--- src/rtl/sbload_pkg.sv ---
package sbload_pkg;

  localparam int unsigned INSN_W    = 32;
  localparam int unsigned REG_IDX_W = 5;
  localparam int unsigned BYTE_W    = 8;

  // Fixed encoding bits of the recognised load word.
  localparam logic [INSN_W-1:0] MATCH_VAL  = 32'h38A0_0800;
  localparam logic [INSN_W-1:0] MATCH_MASK = 32'hFFA0_0C00;

  typedef enum logic [1:0] {
    OFS_FULL = 2'd0,
    OFS_ZX32 = 2'd1,
    OFS_SX32 = 2'd2
  } ofs_mode_e;

  typedef struct packed {
    logic                 legal;
    logic                 narrow;
    ofs_mode_e            mode;
    logic [REG_IDX_W-1:0] rm;
    logic [REG_IDX_W-1:0] rn;
    logic [REG_IDX_W-1:0] rt;
  } dec_t;

  typedef enum logic [1:0] {
    ST_IDLE = 2'd0,
    ST_EXEC = 2'd1,
    ST_REQ  = 2'd2,
    ST_RSP  = 2'd3
  } st_e;

endpackage

--- src/rtl/sbload_decode.sv ---
module sbload_decode
  import sbload_pkg::*;
(
  input  logic [INSN_W-1:0] insn,
  output dec_t              dec
);

  logic fixed_ok;
  logic mode_ok;

  always_comb begin
    fixed_ok   = ((insn & MATCH_MASK) == MATCH_VAL);
    mode_ok    = insn[14];
    dec.legal  = fixed_ok && mode_ok;
    dec.narrow = insn[22];
    dec.rm     = insn[20:16];
    dec.rn     = insn[9:5];
    dec.rt     = insn[4:0];
    unique case (insn[15:13])
      3'b010:  dec.mode = OFS_ZX32;
      3'b110:  dec.mode = OFS_SX32;
      default: dec.mode = OFS_FULL;
    endcase
  end

endmodule

--- src/rtl/sbload_agen.sv ---
module sbload_agen
  import sbload_pkg::*;
#(
  parameter int unsigned ADDR_W     = 64,
  parameter int unsigned ALIGN_BITS = 4
) (
  input  logic              use_sp,
  input  logic [ADDR_W-1:0] sp_val,
  input  logic [ADDR_W-1:0] base_reg,
  input  logic [ADDR_W-1:0] ofs_reg,
  input  ofs_mode_e         mode,
  input  logic              align_en,
  output logic [ADDR_W-1:0] ea,
  output logic              misaligned
);

  localparam int unsigned HALF_W = 32;
  localparam int unsigned PAD_W  = ADDR_W - HALF_W;

  logic [ADDR_W-1:0] base;
  logic [ADDR_W-1:0] ofs_ext;

  always_comb begin
    base = use_sp ? sp_val : base_reg;
    unique case (mode)
      OFS_ZX32: ofs_ext = {{PAD_W{1'b0}}, ofs_reg[HALF_W-1:0]};
      OFS_SX32: ofs_ext = {{PAD_W{ofs_reg[HALF_W-1]}}, ofs_reg[HALF_W-1:0]};
      default:  ofs_ext = ofs_reg;
    endcase
    ea = base + ofs_ext;
  end

  generate
    if (ALIGN_BITS == 0) begin : g_no_align
      assign misaligned = 1'b0;
    end else begin : g_align
      assign misaligned = use_sp && align_en && (|sp_val[ALIGN_BITS-1:0]);
    end
  endgenerate

endmodule

--- src/rtl/sbload_sext.sv ---
module sbload_sext
  import sbload_pkg::*;
#(
  parameter int unsigned XLEN     = 64,
  parameter int unsigned NARROW_W = 32
) (
  input  logic [BYTE_W-1:0] byte_in,
  input  logic              narrow,
  output logic [XLEN-1:0]   result
);

  localparam int unsigned WIDE_PAD   = XLEN - BYTE_W;
  localparam int unsigned NARROW_PAD = NARROW_W - BYTE_W;
  localparam int unsigned UPPER_W    = XLEN - NARROW_W;

  logic [XLEN-1:0] wide_val;
  logic [XLEN-1:0] narrow_val;

  always_comb begin
    wide_val   = {{WIDE_PAD{byte_in[BYTE_W-1]}}, byte_in};
    narrow_val = {{UPPER_W{1'b0}}, {NARROW_PAD{byte_in[BYTE_W-1]}}, byte_in};
    result     = narrow ? narrow_val : wide_val;
  end

endmodule

--- src/rtl/sbload_unit.sv ---
module sbload_unit
  import sbload_pkg::*;
#(
  parameter int unsigned XLEN          = 64,
  parameter int unsigned ADDR_W        = 64,
  parameter int unsigned SP_ALIGN_BITS = 4,
  parameter int unsigned EL_W          = 2
) (
  input  logic                 clk,
  input  logic                 rst_n,
  input  logic                 insn_valid,
  input  logic [INSN_W-1:0]    insn_word,
  output logic                 busy,
  output logic [REG_IDX_W-1:0] rf_rd_a_idx,
  input  logic [XLEN-1:0]      rf_rd_a_data,
  output logic [REG_IDX_W-1:0] rf_rd_b_idx,
  input  logic [XLEN-1:0]      rf_rd_b_data,
  input  logic [ADDR_W-1:0]    sp_value,
  input  logic                 sp_align_en,
  input  logic [EL_W-1:0]      cur_el,
  output logic                 mem_req_valid,
  input  logic                 mem_req_ready,
  output logic [ADDR_W-1:0]    mem_req_addr,
  output logic                 mem_req_priv,
  output logic                 mem_req_tagchk,
  input  logic                 mem_rsp_valid,
  input  logic [BYTE_W-1:0]    mem_rsp_data,
  output logic                 wb_en,
  output logic [REG_IDX_W-1:0] wb_idx,
  output logic [XLEN-1:0]      wb_data,
  output logic                 flt_undef,
  output logic                 flt_sp_align
);

  localparam logic [REG_IDX_W-1:0] ZR_IDX = '1;
  localparam int unsigned          NARROW_W = XLEN / 2;

  st_e                  state_q, state_d;
  logic [INSN_W-1:0]    insn_q;
  logic                 priv_q;
  logic [ADDR_W-1:0]    addr_q;
  logic                 wb_en_q, wb_en_d;
  logic [REG_IDX_W-1:0] wb_idx_q;
  logic [XLEN-1:0]      wb_data_q;
  logic                 flt_undef_q, flt_undef_d;
  logic                 flt_sp_q, flt_sp_d;

  logic                 load_insn;
  logic                 load_addr;
  logic                 load_wb;

  dec_t                 dec;
  logic                 use_sp;
  logic [ADDR_W-1:0]    ea;
  logic                 misaligned;
  logic [XLEN-1:0]      sext_val;

  sbload_decode u_dec (
    .insn (insn_q),
    .dec  (dec)
  );

  assign use_sp = (dec.rn == ZR_IDX);

  sbload_agen #(
    .ADDR_W     (ADDR_W),
    .ALIGN_BITS (SP_ALIGN_BITS)
  ) u_agen (
    .use_sp     (use_sp),
    .sp_val     (sp_value),
    .base_reg   (rf_rd_a_data),
    .ofs_reg    (rf_rd_b_data),
    .mode       (dec.mode),
    .align_en   (sp_align_en),
    .ea         (ea),
    .misaligned (misaligned)
  );

  sbload_sext #(
    .XLEN     (XLEN),
    .NARROW_W (NARROW_W)
  ) u_sext (
    .byte_in (mem_rsp_data),
    .narrow  (dec.narrow),
    .result  (sext_val)
  );

  // Next-state logic
  always_comb begin
    state_d     = state_q;
    load_insn   = 1'b0;
    load_addr   = 1'b0;
    load_wb     = 1'b0;
    wb_en_d     = 1'b0;
    flt_undef_d = 1'b0;
    flt_sp_d    = 1'b0;
    unique case (state_q)
      ST_IDLE: begin
        if (insn_valid) begin
          load_insn = 1'b1;
          state_d   = ST_EXEC;
        end
      end
      ST_EXEC: begin
        if (!dec.legal) begin
          flt_undef_d = 1'b1;
          state_d     = ST_IDLE;
        end else if (misaligned) begin
          flt_sp_d = 1'b1;
          state_d  = ST_IDLE;
        end else begin
          load_addr = 1'b1;
          state_d   = ST_REQ;
        end
      end
      ST_REQ: begin
        if (mem_req_ready) begin
          state_d = ST_RSP;
        end
      end
      ST_RSP: begin
        if (mem_rsp_valid) begin
          load_wb = 1'b1;
          wb_en_d = (dec.rt != ZR_IDX);
          state_d = ST_IDLE;
        end
      end
      default: state_d = ST_IDLE;
    endcase
  end

  // Control registers
  always_ff @(posedge clk or negedge rst_n) begin
    if (!rst_n) begin
      state_q     <= ST_IDLE;
      wb_en_q     <= 1'b0;
      flt_undef_q <= 1'b0;
      flt_sp_q    <= 1'b0;
    end else begin
      state_q     <= state_d;
      wb_en_q     <= wb_en_d;
      flt_undef_q <= flt_undef_d;
      flt_sp_q    <= flt_sp_d;
    end
  end

  // Data registers with explicit enables
  always_ff @(posedge clk or negedge rst_n) begin
    if (!rst_n) begin
      insn_q    <= '0;
      priv_q    <= 1'b0;
      addr_q    <= '0;
      wb_idx_q  <= '0;
      wb_data_q <= '0;
    end else begin
      if (load_insn) begin
        insn_q <= insn_word;
        priv_q <= (cur_el != '0);
      end
      if (load_addr) begin
        addr_q <= ea;
      end
      if (load_wb) begin
        wb_idx_q  <= dec.rt;
        wb_data_q <= sext_val;
      end
    end
  end

  assign busy           = (state_q != ST_IDLE);
  assign rf_rd_a_idx    = dec.rn;
  assign rf_rd_b_idx    = dec.rm;
  assign mem_req_valid  = (state_q == ST_REQ);
  assign mem_req_addr   = addr_q;
  assign mem_req_priv   = priv_q;
  assign mem_req_tagchk = 1'b1;
  assign wb_en          = wb_en_q;
  assign wb_idx         = wb_idx_q;
  assign wb_data        = wb_data_q;
  assign flt_undef      = flt_undef_q;
  assign flt_sp_align   = flt_sp_q;

endmodule

--- config.mk ---
export PLATFORM = sky130hd
export DESIGN_NAME = sbload_unit
export DESIGN_NICKNAME = d
export VERILOG_FILES = /design/src/rtl/sbload_pkg.sv /design/src/rtl/sbload_decode.sv /design/src/rtl/sbload_agen.sv /design/src/rtl/sbload_sext.sv /design/src/rtl/sbload_unit.sv
export SDC_FILE = /design/constraint.sdc
export NUM_CORES = 1
export LEC_CHECK = 0
export ABC_AREA = 1
export BUFFER_PORTS_ARGS = -buffer_cell sky130_fd_sc_hd__buf_2
export CAP_MARGIN = 10
export CORE_AREA = 8 8 191 229
export DETAILED_ROUTE_END_ITERATION = 16
export DIE_AREA = 0 0 199 237
export PLACE_DENSITY = 0.51
export REMOVE_ABC_BUFFERS = 1
export SYNTH_ARGS = -nofsm -noshare
export SYNTH_HDL_FRONTEND = slang
export SYNTH_SLANG_ARGS = --single-unit
--- constraint.sdc ---
create_clock -name clk -period 4.3 [get_ports clk]
set_clock_uncertainty 0.05 [all_clocks]
set_input_delay 0.215 -clock clk [delete_from_list [all_inputs] [get_ports clk]]
set_output_delay 0.215 -clock clk [all_outputs]
set_load 0.01 [all_outputs]
==> results of run 1 <==
[worst max-delay path: stages, from the launching register on]
cell and delay, ps:
dfrtp_1 390, nand3_1 130, nor2_4 50, inv_2 140, buf_4 340, nand2_1 90, nand2_1 70, ha_1 200
inv_1 70, fa_1 420, nor2_1 150, or2_2 170, nand3_1 80, nand2_1 210, nand2_1 80, nand2_1 230
nand2_1 120, nand2_1 70, nand2_1 40, nand3_1 110, nand2_1 70
[layer usage]
layer	vias up	part of all wire	global-route usage
met4	8	0.029	0.0733
met2	339	0.52	0.384
met5	-	0.00093	0
met3	61	0.056	0.0467
met1	5799	0.40	0.218
li1	6948	-	-
[report_power, final]
part	leakage [nW]	switching [mW]	total (mW)	internal (mW)
sequential	1.47	0.195	1.52	1.33
clock	0.279	0.606	1.47	0.860
combinational	7.63	2.82	4.25	1.44
[cell usage after synthesis (2+ instances only)]
cell      instances  area share
nand4_1           9      0.0048
buf_1             2     0.00064
buf_6             2      0.0019
nand3_1          92       0.039
dfrtp_1         115        0.24
nand3b_1          8      0.0051
nor3_1           16      0.0068
clkbuf_1         24      0.0076
or2_2             3      0.0016
nor4_1            3      0.0016
a21oi_1          67       0.028
buf_2             6      0.0025
o21ai_0          53       0.022
nand2_1        1004        0.32
ha_1             68       0.072
nor2_1          126       0.040
nand2_2           3      0.0016
xnor2_1          18       0.013
nor4_2            2      0.0021
nor2_2            7      0.0037
xor2_1            2      0.0015
inv_1           372        0.12
inv_2             7      0.0022
nor3_2            3      0.0025
buf_4            70       0.044
o21ai_1          12      0.0051
and2_1            2      0.0011
[path summary, 6_finish.rpt]
check                      slack, ps  depth (start not counted)        startpoint                to
max                              870                         20         insn_q[9]  mem_req_addr[44]
min                               30                          4   rf_rd_b_data[0]   mem_req_addr[0]
max reg2reg                      870                         20         insn_q[9]  mem_req_addr[44]
min reg2reg                      420                          2  mem_req_addr[39]  mem_req_addr[39]
max in group asynchronous       2890                          3             rst_n  mem_req_addr[47]
min in group asynchronous        240                          2             rst_n   mem_req_addr[9]
[area by class of cell]
class / instances / area, µm²
fillers: 4618 / 25400
multi-input cells: 1506 / 6850
flip-flops and latches: 115 / 2880
repair buffers: 440 / 2440
inverters: 380 / 1430
well taps: 539 / 674
clock buffers: 19 / 433
clock inverters: 13 / 150
diodes: 2 / 5.00
[state kept, by name, indices dropped and copies added, names as in the netlist, named ones only]
signal,count
flt_sp_align,1
flt_undef,1
insn_q,31
mem_req_addr,64
mem_req_priv,1
state_q,1
wb_data,9
wb_en,1
wb_idx,5
[cells by family (layout without fill, tap and decap cells)]
kind of cell,count (synthesis),after routing
and+or+nand+nor,1282,1282
buffers and inverters,484,852
AOI/OAI and AO/OA,134,134
DFF,115,115
adders and majority gates,69,69
xor gates and xnor gates,20,20
other,1,3
[per-stage QoR]
stage | setup slack, ps | cells | power [mW] | hold slack (ps)
floorplan | 77.7 | 2001 | 4.21 | -131
global placement | 860 | 2938 | 5.79 | 178
detailed placement | 838 | 2938 | 5.82 | 179
CTS | 821 | 3012 | 7.37 | 0.747
global route | 556 | 3012 | 7.95 | 18.6
finish | 873 | 3014 | 7.24 | 33.2
==> flow_metrics.tcl, run 1 <==
set metrics [dict create \
    num_rows 81 \
    area_delta_synth_final_pct 25.7 \
    synth-seq-cells 115 \
    dpl.hpwl_um 41000 \
    p_leak_nw 9.38 \
    cts_max_level 4 \
    cts_tree "built" \
    layout_common_cells "nand2_1, buf_2, inv_1" \
    syn_area_per_cell_um2 5.62 \
    nNetsFinal 2769 \
    fin_crit_ps 3430 \
    ir_drop_v 0.000365 \
    design_area_um2 14900 \
    final.setup.tns_ps 0 \
    hold_viol 0 \
    yosys.area_share.simple 0.433 \
    die_w_um 199 \
    synth-xor-area-share 0.0148 \
    fin_crit_sh 0.797 \
    clk_latency_ps 460 \
    critical_path_class "reg -> reg" \
    arrival_ps 3710 \
    grt_pass1_vias 13500 \
    viasPerCell 4.36 \
    startpoint_type "flip-flop" \
    clkSlewWorstSetupHoldPaths_ps 60 \
    core_area_um2 40200 \
    post_cts.repair.setup_buffers 0 \
    maxSlewViolCount 0 \
    routed_wl_um 48500 \
    wl_per_cell_um 16.1 \
    slew_headroom 0.319 \
    rsz0062_at_grt "false" \
    synth_fa_ha_area_frac 0.0736 \
    gr-total-overflow 0 \
    synth.distinct_cells 36 \
    cts_resized 0 \
    synth_edf_count 0 \
    yosysWarnings 0 \
    dieArea_um2 47200 \
    cts_buffer_depth 2 \
    routabilityCongestion 0.934 \
    crit_fanout 29 \
    cts_buffers 17 \
    cts_root_buffer "clkbuf_16" \
    ys.flop_type "dfrtp_1" \
    num_vias 13200 \
    synth_compound_area_frac 0.0570 \
    cp.required_ps 4580 \
    drc 0 \
    initial_utilization 0.294 \
    drv_cap 0 \
    die_h_um 237 \
    min_path_type "in -> reg" \
    ios 390 \
    grt_pass1_wl_um 73400 \
    clkSinkCount 115 \
    drtIter0Drc 459 \
    synth-async-reset-ratio 1.00 \
    final_common_cell "nand2_1" \
    track_usage 0.204 \
    synthCells 2105 \
    antenna_found_initial 4 \
    yosysSeqAreaShare 0.243 \
    ant_nets 0 \
    cellPowerDensity_nw_per_um2 487 \
    drive_above_1_share 0.184 \
    synthMuxAreaShare 0 \
    final-setup-viol-count 0 \
    hold_buffers 42 \
    worst_slew_pin_slew_ps 1020 \
    fmax_mhz 292 \
    synth_top_family_by_area "simple AND/OR/NAND/NOR gates" \
    drt_first_pass_iters 5 \
    dpl_cell_area_um2 13900 \
    numPortBuffers 387 \
    crit_path_end_kind "flip-flop" \
    status "completed" \
    post-route-util 0.369 \
    syn_area_um2 11800 \
    grt_max_degree 50 \
]
Power figures use the tool's default switching activity.
==> run 2, diff against run 1 <==
--- a/config.mk
+++ b/config.mk
@@ -5,13 +5,13 @@
 export SDC_FILE = /design/constraint.sdc
 export NUM_CORES = 1
 export LEC_CHECK = 0
-export ABC_AREA = 1
+export ABC_AREA = 0
 export BUFFER_PORTS_ARGS = -buffer_cell sky130_fd_sc_hd__buf_2
 export CAP_MARGIN = 10
-export CORE_AREA = 8 8 191 229
+export CORE_AREA = 8 8 173 208
 export DETAILED_ROUTE_END_ITERATION = 16
-export DIE_AREA = 0 0 199 237
-export PLACE_DENSITY = 0.51
+export DIE_AREA = 0 0 181 216
+export PLACE_DENSITY = 0.54
 export REMOVE_ABC_BUFFERS = 1
 export SYNTH_ARGS = -nofsm -noshare
 export SYNTH_HDL_FRONTEND = slang
==> constraint.sdc (replaced) <==
create_clock -name clk -period 2.8 [get_ports clk]
set_clock_uncertainty 0.05 [all_clocks]
set_input_delay 0.14 -clock clk [delete_from_list [all_inputs] [get_ports clk]]
set_output_delay 0.14 -clock clk [all_outputs]
set_load 0.01 [all_outputs]
==> flow_metrics.tcl, run 2 <==
set metrics [dict create \
    drc 0 \
    cts_max_level 4 \
    post-place-ws_ps -1320 \
    rsz0062_at_grt "true" \
    total_power_mw 9.65 \
    critPathSlowestCell "or4_1" \
    track_usage 0.191 \
    p_sw_frac 0.379 \
    critical_path_class "reg -> reg" \
    cellPowerDensity_nw_per_um2 609 \
    antenna_found_initial 2 \
    dpl.hpwl_um 30300 \
    fin_crit_ps 3820 \
    post-route-util 0.485 \
    violations "negative setup slack" \
    min_path_type "in -> async" \
    ys.flop_type "dfrtp_1" \
    clk_latency_ps 420 \
    slowest_delay_ps 520 \
    grt_max_degree 62 \
    worst_hold_slack_ps 95.9 \
    syn_area_um2 9610 \
    worst_path_most_repeated_cell "a31oi_4" \
    yosysTopAreaCellShare 0.299 \
    grt_pass1_wl_um 59500 \
    reg2reg_depth 16 \
    num_rows 73 \
    grt_pass1_vias 11300 \
    final.setup.tns_ps -39020 \
    seq_power_share 0.218 \
    yosysWarnings 0 \
    drt_first_pass_iters 5 \
    cp-startpoint "insn_q[5]" \
    drtIter0Drc 353 \
    p_int_mw 5.99 \
    synthCells 1122 \
    die_h_um 216 \
    p_sw_mw 3.65 \
    viasPerCell 4.78 \
    ir_drop_v 0.000429 \
    ys_top_cells_by_count "nand2_1, a21oi_1, dfrtp_1, mux2_2, o21ai_0" \
    clkSinkCount 115 \
    gr-total-overflow 0 \
    cts_root_buffer "clkbuf_16" \
    core_area_um2 32700 \
    largest_reg_flops 64 \
    synth_top_area_cell "dfrtp_1" \
    clkSlewWorstSetupHoldPaths_ps 70 \
    startpoint_type "flip-flop" \
    numPortBuffers 387 \
    synth_edf_count 0 \
    reg2reg_setup_slack_ps -1020 \
    crit_path_end_kind "flip-flop" \
    drive_above_1_share 0.545 \
    synth-seq-cells 115 \
    r2r_start "insn_q[5]" \
    p_leak_nw 7.97 \
    cts_buffer_depth 2 \
    crit_chain "and3_4 > nand3_4 > mux2_4 > ha_4 > inv_2 > fa_2 > and2b_1 > o211ai_2 > a31oi_4 > o41ai_4 > o31ai_4 > a21oi_4 > o21ai_4 > a31oi_4 > or4_1 > nand3_1" \
    worst_slew_pin_slew_ps 846 \
    slew_headroom 0.434 \
    ant_nets 0 \
    r2r-end "mem_req_addr[62]" \
    fin_crit_sh 1.37 \
    maxSlewViolCount 0 \
    wl_per_cell_um 17.7 \
    initial_utilization 0.294 \
    hold_viol 0 \
    clkPwrFrac 0.238 \
    nNetsFinal 2062 \
    die_w_um 181 \
    dieArea_um2 39100 \
    syn_area_per_cell_um2 8.57 \
    synth.distinct_cells 67 \
    arrival_ps 4140 \
    cp.required_ps 3110 \
    final-setup-viol-count 53 \
    setup_slack_ps -1020 \
    cts_buffers 17 \
    cts_tree "built" \
    yosysSeqAreaShare 0.299 \
    crit_fanout 6 \
    comb_power_share 0.545 \
    layout_common_cells "buf_2, buf_4, nand2_1" \
    yosysMostFrequentCell "nand2_1" \
    num_vias 10400 \
    drv_cap 0 \
    routed_wl_um 38600 \
    final_common_cell "buf_2" \
    synth.area.top_cells "dfrtp_1, mux2_2, ha_1, a21oi_1, buf_4" \
    area_delta_synth_final_pct 64.9 \
    routabilityCongestion 0.877 \
    ios 390 \
    synth-async-reset-ratio 1.00 \
    status "finished with violations" \
    fmax_mhz 262 \
]
run 2: changes by cell type after synthesis, sizes merged, moves of 14 or more:
cell    delta
inv      -354
a21oi     +53
mux2     +106
xnor2     +14
nand4     +15
xor2      +25
nand3     -74
a21o      +31
nor2      -59
o21bai    +21
o21ai     +31
clkbuf    +32
nand2    -882
run 2: layer usage:
| layer | GRT usage | routed length, µm | up-vias |
|---|---|---|---|
| met4 | 0.0758 | 1140 | 0 |
| met1 | 0.208 | 15400 | 4862 |
| met5 | 0 | 0 | - |
| met2 | 0.355 | 20100 | 316 |
| met3 | 0.0434 | 1950 | 55 |
| li1 | - | - | 5197 |
run 2: area by class of cell:
class	instances	area [µm²]
repair buffers	740	4930
inverters	26	97.6
diodes	2	5.00
flip-flops and latches	115	2880
well taps	412	515
clock buffers	18	439
multi-input cells	853	6820
fillers	3155	16900
clock inverters	14	166
run 2: cells by family (layout without fill, tap and decap cells):
family | Yosys count | count (layout) | share of synthesized area
AO/OA/AOI/OAI | 318 | 318 | 0.203
AND/OR/NAND/NOR | 296 | 297 | 0.139
buffers and inverters | 155 | 798 | 0.0868
flip-flops | 115 | 115 | 0.299
multiplexers | 109 | 109 | 0.127
adder cells (fa/ha/maj) | 69 | 69 | 0.0906
XOR/XNOR | 59 | 59 | 0.0538
other | 1 | 3 | 0.000390
run 2: power groups by stage:
stage,Combinational [mW],Sequential (mW),Clock [mW]
finish,5.25,2.10,2.29
global route,5.72,2.14,2.42
CTS,4.86,2.10,2.35
detailed placement,4.48,2.12,0
global placement,4.47,2.11,0
floorplan,1.97,2.30,0
run 2: how the worst max path moves through the flow:
stage,endpoint,depth (start not counted)
6_report,mem_req_addr[62],16
5_1_grt,mem_req_addr[62],16
4_1_cts,mem_req_addr[55],17
3_5_place_dp,mem_req_addr[62],15
3_3_place_gp,mem_req_addr[62],15
2_1_floorplan,mem_req_addr[58],16
run 2: timing repair:
item | CTS | global route
pin swaps | 35 | 73
gates resized for setup | 88 | 136
hold endpoints to repair | 121 | 0
gates cloned | 3 | 0
hold buffers | 46 | 0
endpoints found under the setup margin | 58 | 58
buffers inserted | 17 | 23
run 2: critical path: cells and delay by family, from the launching register on:
family | cells | cell delay [ps]
AO/OA/AOI/OAI | 7 | 1300
adder cells (fa/ha/maj) | 2 | 480
buffers and inverters | 1 | 40
flip-flops | 1 | 340
multiplexers | 1 | 270
AND/OR/NAND/NOR | 5 | 1250
run 2: through the flow:
stage,cell area [µm²],cells
floorplan,8870,993
global placement,13500,2065
detailed placement,13500,2065
CTS,15100,2160
global route,15800,2180
finish,15800,2180
==> run 3, diff against run 2 <==
--- a/config.mk
+++ b/config.mk
@@ -6,12 +6,13 @@
 export NUM_CORES = 1
 export LEC_CHECK = 0
 export ABC_AREA = 0
-export BUFFER_PORTS_ARGS = -buffer_cell sky130_fd_sc_hd__buf_2
 export CAP_MARGIN = 10
 export CORE_AREA = 8 8 173 208
 export DETAILED_ROUTE_END_ITERATION = 16
 export DIE_AREA = 0 0 181 216
-export PLACE_DENSITY = 0.54
+export DONT_BUFFER_PORTS = 1
+export HOLD_SLACK_MARGIN = 0.1
+export PLACE_DENSITY = 0.44
 export REMOVE_ABC_BUFFERS = 1
 export SYNTH_ARGS = -nofsm -noshare
 export SYNTH_HDL_FRONTEND = slang
==> flow_metrics.tcl, run 3 (synthesis results as in run 2) <==
set metrics [dict create \
    gr-total-overflow 0 \
    clkPwrFrac 0.250 \
    antenna_found_initial 2 \
    nFillCells 3150 \
    p_leak_nw 6.77 \
    reg2reg_setup_slack_ps -990 \
    arrival_ps 4080 \
    dpl.hpwl_um 28200 \
    cellPowerDensity_nw_per_um2 645 \
    ios 390 \
    status "finished with violations" \
    slew_headroom 0.366 \
    cts_buffers 17 \
    layout_common_cells "buf_4, nand2_1, dfrtp_1" \
    grt_max_degree 116 \
    violations "negative setup slack" \
    drc 0 \
    fin_crit_sh 1.35 \
    grt_pass1_vias 9946 \
    track_usage 0.187 \
    maxSlewViolCount 0 \
    num_vias 9121 \
    drt_first_pass_iters 5 \
    die_w_um 181 \
    clkSlewWorstSetupHoldPaths_ps 70 \
    cts_buffer_depth 2 \
    startpoint_type "flip-flop" \
    crit_path_end_kind "flip-flop" \
    post-place-ws_ps -1320 \
    drive_above_1_share 0.465 \
    rsz0062_at_grt "true" \
    largest_reg_flops 64 \
    ir_drop_v 0.000479 \
    comb_power_share 0.511 \
    dieArea_um2 39100 \
    crit_fanout 5 \
    wl_per_cell_um 20.2 \
    p_int_mw 6.11 \
    min_path_type "in -> reg" \
    ant_nets 0 \
    initial_utilization 0.294 \
    fmax_mhz 264 \
    setup_slack_ps -990 \
    routabilityCongestion 0.858 \
    worst_slew_pin_slew_ps 951 \
    hold_viol 0 \
    core_area_um2 32700 \
    p_sw_frac 0.371 \
    clk_latency_ps 440 \
    grt_pass1_wl_um 57100 \
    cts_tree "built" \
    cts_root_buffer "clkbuf_16" \
    cts_max_level 4 \
    cp.required_ps 3090 \
    final.setup.tns_ps -38110 \
    critical_path_class "reg -> reg" \
    die_h_um 216 \
    diodes 0 \
    final-setup-viol-count 53 \
    fin_crit_ps 3790 \
    final_common_cell "buf_4" \
    drv_cap 0 \
    nNetsFinal 1725 \
    drtIter0Drc 319 \
    area_delta_synth_final_pct 56.6 \
    clkSinkCount 115 \
    p_sw_mw 3.61 \
    routed_wl_um 37200 \
    num_rows 73 \
    seq_power_share 0.239 \
    numPortBuffers 0 \
    viasPerCell 4.95 \
]
run 3: changes by cell type in the layout (fill, tap and decap cells not counted), moves of 17 or more:
| cell | before | now |
|---|---|---|
| a21oi_1 | 94 | 77 |
| buf_2 | 386 | 0 |
| buf_6 | 24 | 43 |
| dlygate4sd3_1 | 46 | 68 |
| ha_1 | 47 | 29 |
| ha_4 | 17 | 34 |
| mux2_2 | 98 | 80 |
| mux2_4 | 8 | 26 |
| o21ai_0 | 46 | 28 |
| o21ai_1 | 35 | 54 |
run 3: power groups by stage:
stage / registers [mW] / clock network (mW) / logic, mW
3_3_place_gp: 2.36 / 0 / 3.73
4_1_cts: 2.34 / 2.50 / 4.64
5_1_grt: 2.37 / 2.55 / 5.41
3_5_place_dp: 2.37 / 0 / 3.74
2_1_floorplan: 2.30 / 0 / 1.97
6_report: 2.32 / 2.43 / 4.96
run 3: through the flow:
stage	instances	instance area [µm²]	power (mW)	utilization	hold WS [ps]
after floorplan	993	8870	4.27	-	-206
after global placement	1689	11600	6.10	0.354	-202
after detailed placement	1689	11600	6.11	0.354	-202
after CTS	1821	14500	9.48	0.443	112
after global routing	1841	15100	10.3	0.460	107
final	1841	15100	9.71	0.460	120
run 3: layout make-up:
class | count | area, µm² | share of cell area
Clock buffer | 20 | 457 | 0.0303
Clock inverter | 12 | 179 | 0.0119
Inverter | 26 | 97.6 | 0.00648
Multi-Input combinational cell | 852 | 7380 | 0.490
Sequential cell | 115 | 2880 | 0.192
Tap cell | 412 | 515 | 0.0342
Timing Repair Buffer | 404 | 3540 | 0.235
run 3: final timing paths:
path	end	cells past startpoint	startpoint
setup / recovery	mem_req_addr[59]	19	insn_q[5]
hold / removal	mem_req_addr[11]	4	rf_rd_b_data[11]
setup reg to reg	mem_req_addr[59]	19	insn_q[5]
hold reg to reg	wb_en	1	insn_q[3]
max in group asynchronous	mem_req_addr[60]	2	rst_n
min in group asynchronous	wb_data[1]	2	rst_n
run 3: repair_timing:
action / CTS / global route
buffers inserted: 34 / 31
setup endpoints to repair: 57 / 64
endpoints found under the hold margin: 181 / 0
resized for setup: 263 / 104
pin swaps: 107 / 99
cloned: 3 / 0
hold buffers: 69 / 0
run 3: layer usage:
layer / share of wire / vias to the layer above / global-route usage
li1: - / 4504 / -
met1: 0.38 / 4288 / 0.198
met2: 0.53 / 288 / 0.350
met3: 0.062 / 37 / 0.0571
met4: 0.021 / 4 / 0.0558
met5: 0.00062 / - / 0
run 3: critical path, stage by stage, from the launching register on:
cell      delay (ps)
dfrtp_1          350
and3_4           200
nand3_4          120
buf_12           180
buf_8            130
mux2_4           310
ha_4             220
buf_6            110
a21o_1           180
a41oi_2          240
a31oi_4          120
o211ai_1         190
buf_4            170
buf_6            100
o211a_4          180
o21ai_4           80
buf_4            140
a31o_4           230
a31o_2           230
o22a_1           150
